<file path="config.mk">
export PLATFORM = sky130hd
export DESIGN_NAME = dma_req_seq
export DESIGN_NICKNAME = d
export VERILOG_FILES = /design/src/rtl/dma_req_seq.sv
export SDC_FILE = /design/constraint.sdc
export NUM_CORES = 1
export LEC_CHECK = 0
export ABC_AREA = 1
export BUFFER_PORTS_ARGS = -buffer_cell sky130_fd_sc_hd__buf_2
export CORE_ASPECT_RATIO = 0.5
export CORE_MARGIN = 2
export CORE_UTILIZATION = 35
export DETAILED_ROUTE_END_ITERATION = 16
export GPL_ROUTABILITY_DRIVEN = 0
export PLACE_DENSITY_LB_ADDON = 0.15
export RECOVER_POWER = 100
export SLEW_MARGIN = 0
export SYNTH_ARGS = -nofsm -noshare
export SYNTH_HDL_FRONTEND = slang
export SYNTH_SLANG_ARGS = --single-unit
</file>
<file path="constraint.sdc">
create_clock -name clk -period 2.2 [get_ports clk]
set_clock_uncertainty 0.1 [all_clocks]
set_input_delay 0.44 -clock clk [delete_from_list [all_inputs] [get_ports clk]]
set_output_delay 0.44 -clock clk [all_outputs]
set_load 0.02 [all_outputs]
</file>
<file path="src/rtl/dma_req_seq.sv">
module dma_req_seq #(
  parameter int CNT_W = 16
) (
  input  logic             clk,
  input  logic             rst,
  input  logic             chan_en,
  input  logic             gap_en,
  input  logic [CNT_W-1:0] xfer_count,
  input  logic             dreq_n,
  input  logic             bus_gnt,
  output logic             bus_req,
  output logic             addr_phase,
  output logic             xfer_stb,
  output logic             done
);

  typedef enum logic [2:0] {S_IDLE, S_REQ, S_ADDR, S_STB, S_GAP} st_t;

  st_t              st;
  logic             pend, run, en_d, done_q;
  logic [CNT_W-1:0] cnt;

  wire en_rise = chan_en & ~en_d;
  wire accept  = run & chan_en & ~dreq_n;
  wire last    = (cnt <= CNT_W'(1));

  always_ff @(posedge clk) begin
    if (rst) begin
      st     <= S_IDLE;
      pend   <= 1'b0;
      run    <= 1'b0;
      en_d   <= 1'b0;
      done_q <= 1'b0;
      cnt    <= '0;
    end else begin
      en_d <= chan_en;
      if (en_rise) begin
        cnt    <= xfer_count;
        run    <= (xfer_count != '0);
        done_q <= (xfer_count == '0);
      end
      case (st)
        S_IDLE: begin
          if (pend) begin
            pend <= 1'b0;
            st   <= S_REQ;
          end else if (accept) begin
            pend <= 1'b1;
          end
        end
        S_REQ:  if (bus_gnt) st <= S_ADDR;
        S_ADDR: st <= S_STB;
        S_STB: begin
          cnt <= cnt - CNT_W'(1);
          if (last) begin
            run    <= 1'b0;
            done_q <= 1'b1;
            st     <= S_IDLE;
          end else begin
            st <= gap_en ? S_GAP : S_IDLE;
          end
        end
        S_GAP:  st <= S_IDLE;
        default: st <= S_IDLE;
      endcase
    end
  end

  assign bus_req    = (st == S_REQ);
  assign addr_phase = (st == S_ADDR);
  assign xfer_stb   = (st == S_STB);
  assign done       = done_q;

  assert_phase_excl_R5: assert property (@(posedge clk) disable iff (rst)
    $onehot0({bus_req, addr_phase, xfer_stb}));

  assert_req_hold_R5: assert property (@(posedge clk) disable iff (rst)
    bus_req && !bus_gnt |=> bus_req);

  assert_addr_then_stb_R5: assert property (@(posedge clk) disable iff (rst)
    addr_phase |=> xfer_stb);

  assert_stb_after_addr_R5: assert property (@(posedge clk) disable iff (rst)
    xfer_stb |-> $past(addr_phase));

  assert_busy_blind_R6: assert property (@(posedge clk) disable iff (rst)
    (bus_req || addr_phase) |=> !pend);

  assert_gap_blind_R8: assert property (@(posedge clk) disable iff (rst)
    $past(xfer_stb) && $past(gap_en) |-> !pend && !bus_req);

  assert_done_quiet_R9: assert property (@(posedge clk) disable iff (rst)
    done && !chan_en |=> !bus_req && !pend);

  assert_no_latch_off_R11: assert property (@(posedge clk) disable iff (rst)
    !chan_en && !pend |=> !pend);

endmodule

</file>
==> summary.txt <==
Yosys
  – EDFF count, synth: 0
  – Share of the synthesized netlist area taken by xor and xnor gates: 1.168%
  – Mapped Area: 1500 um^2
  – Part of the Yosys area used for sequential elements: 30.69%
  – Number of synthesis warnings: 0
  – Instance count of the mapped netlist: 239
  – Area share of fa/ha/maj cells after synthesis: 1.668%
  – Compound-Gate Fraction of Synth Area: 13.51%
  – Mapped Avg Cell Area: 6.277 um^2
  – Net count of the mapped netlist: 263
  – Dominant synthesized flop cell: dfxtp_1
  – Flops & latches, synth: 23
  – Portion of netlist area occupied by mux cells: 0%
  – Fraction of synthesis flops using an asynchronous set or reset pin: 0%
  – Dominant combinational cell family by area after synthesis: simple AND/OR/NAND/NOR gates
  – Unique cell type count in the Yosys netlist: 28
  – Simple-gate area share of the yosys netlist: 40.70%

Power and ir drop
  – Max VDD drop: 0.0002187 V
  – Power density over the cells: 575.0 nW/um^2
  – Leakage power: 0.7903 nW

Timing
  – Setup violators final: 0
  – Max Freq: 0.5088 GHz
  – Final number of max-transition violations: 0
  – Portion of the clock cycle consumed by the worst path in the final layout: 89.34%
  – Rel. slew slack: 26.92%
  – RSZ-0062 raised after global routing: no
  – Hold WS: 0.3051 ns
  – Final worst path period need: 1.965 ns
  – Least-Margin Pin Slew: 1.096 ns
  – Final Hold Violating Endpoints: 0
  – Total Negative Setup Slacks: 0 ns

Clock tree
  – TritonCTS clock tree: built
  – Max Buffers Root-to-Sink: 2
  – Worst-skew pair later-pin latency: 0.27 ns
  – Clock buffer count from CTS: 3
  – Root buf cell: clkbuf_8
  – Number of clock sinks seen by CTS: 23
  – PostCTS Resize Cnt: 0
  – Count of H-tree levels built during CTS: 1
  – Hold buffers post-CTS: 0
  – Number of setup buffers added after CTS: 0
  – Clock Pin Slew Worst Setup and Hold Paths: 0.08 ns

Global route
  – GRT met1 Usage: 25.02%
  – Routing usage on met2: 25.00%
  – Via count of the first global-routing pass: 1309
  – Total global routing overflow: 0
  – Most utilized layer in the global route result: met1
  – Initial antenna violation count: 0
  – First-pass GRT wire length: 6306 um
  – Maximum number of pins on one net before global-route repair: 22
  – Global-route track usage on met3: 4.655%
  – Overall Global Routing Usage: 16.90%

Place
  – Post-DP Area: 1647 um^2
  – Count of buffers inserted at the top-level ports: 25
  – Instance count after placement with tap cells included: 312
  – Detailed Place HPWL: 2916 um

Floorplan
  – Floorplan die height: 50.30 um
  – Number of core rows: 16
  – Total Die Area: 4858 um^2
  – Horiz. Die Dim: 96.59 um
  – Core region area: 4004 um^2
  – Starting Density: 37.47%
  – I/O pin count: 26

Worst hold path
  – Worst Hold Class: in -> reg

Critical path
  – Data arrival time at the worst-slack endpoint: 1.43 ns
  – Worst Path Max Fanout: 19
  – Category of the worst setup path launch point: flop
  – Critical Path End Type: primary output
  – Path type of the worst setup path: reg -> out
  – Endpoint required time on the critical path: 1.66 ns

Cells and area
  – Final instance area: 1675 um^2
  – Post-layout nets: 287
  – Layout area overhead: 11.68%
  – Share of post-route cells with drive strength above 1: 14.50%
  – Diode count: 0
  – Count of placed standard cells in the final layout, fillers left out: 316

Detailed routing
  – Wire length per cell after detailed routing: 12.34 um
  – Number of design rule violations left after detail routing: 0
  – Vias: 1552
  – Final routed wirelength across all metal layers: 3901 um
  – Antenna-violating nets left: 0
  – Iteration count of the initial detailed-routing pass: 4
  – DRC marker count from the first detailed-route iteration: 85
  – Via density: 4.911

Run status
  – Outcome: finished, final reports clean

Job
  – Maximum capacitance violations: 0
## area by class of cell
cell class | count | area, um^2
sequential | 23 | 460.4
multi-input combinational | 174 | 845.8
inverter | 36 | 137.6
tap | 54 | 67.56
clock buffer | 4 | 45.04
fill | 427 | 2328
timing repair buffer | 25 | 118.9
## report_power, final
group / internal, mW / switching, mW
combinational: 0.0822 / 0.154
clock: 0.129 / 0.141
sequential: 0.436 / 0.0203
## kinds of logic after synthesis
kind of cell / count (synthesis)
AO/OA/AOI/OAI: 35
XOR/XNOR: 2
adder cells (fa/ha/maj): 2
buffers and inverters: 42
flip-flops: 23
AND/OR/NAND/NOR: 135
## through the flow
stage	worst slack (ns)	total power [mW]	utilization (%)
global route	0.1114	1.023	41.84
floorplan	0.8255	0.6381	-
finish	0.2345	0.9634	41.84
CTS	0.2863	0.9672	42.25
global placement	0.5714	0.6987	41.13
detailed placement	0.5580	0.6997	41.13
## flip-flops by register name (all words and copies together), names as in the netlist
signal and count:
done 1, cnt 16, en_d 1, st 3
pend 1, run 1
## worst max-delay path: stages (launching register included)
cell and delay [ns]:
dfxtp_1 0.32, inv_1 0.12, nand3_4 0.21, inv_4 0.26, clkbuf_1 0.26
## layout by cell type, fill, tap and decap left out
cell and n:
a211oi_1 1, a211oi_2 1, a21oi_1 12, a31oi_1 4
buf_2 20, clkbuf_1 6, clkbuf_8 3, dfxtp_1 23
ha_1 2, inv_1 30, inv_2 5, inv_4 1
nand2_1 64, nand3_1 24, nand3_2 1, nand3_4 1
nand4_1 2, nor2_1 34, nor2_2 2, nor2_4 3
nor3_1 2, nor3_2 1, o211ai_1 3, o21ai_0 5
o21ai_1 5, o22ai_1 4, or3_1 1, xor2_1 2
## final timing paths
path / startpoint / to / slack (ns) / cells past startpoint
setup / recovery: st[2]$_SDFFE_PP0P_ / xfer_stb / 0.23 / 4
hold / removal: gap_en / st[2]$_SDFFE_PP0P_ / 0.31 / 3
setup reg to reg: st[2]$_SDFFE_PP0P_ / cnt[4]$_SDFFE_PP0P_ / 0.36 / 7
hold reg to reg: pend$_SDFFE_PP0P_ / pend$_SDFFE_PP0P_ / 0.38 / 2
## cell usage after synthesis (2+ instances only)
library cell / instances / area share, %
a21oi_1: 12 / 4.0
a31oi_1: 4 / 1.7
buf_6: 3 / 2.3
clkbuf_1: 2 / 0.50
dfxtp_1: 23 / 31
ha_1: 2 / 1.7
inv_1: 29 / 7.3
inv_2: 6 / 1.5
nand2_1: 64 / 16
nand3_1: 24 / 8.0
nand4_1: 2 / 0.83
nor2_1: 34 / 8.5
nor2_4: 4 / 3.0
nor3_2: 2 / 1.3
o211ai_1: 3 / 1.5
o21ai_0: 4 / 1.3
o21ai_1: 6 / 2.0
o22ai_1: 4 / 1.7
xor2_1: 2 / 1.2
## per-layer routing
metal  share of wire [%]  vias up
met5                   0        -
met4                0.44        0
met3                 7.6        4
met2                  39       52
met1                  53      686
li1                    -      810
No activity file was read; power rests on OpenSTA's default activity.
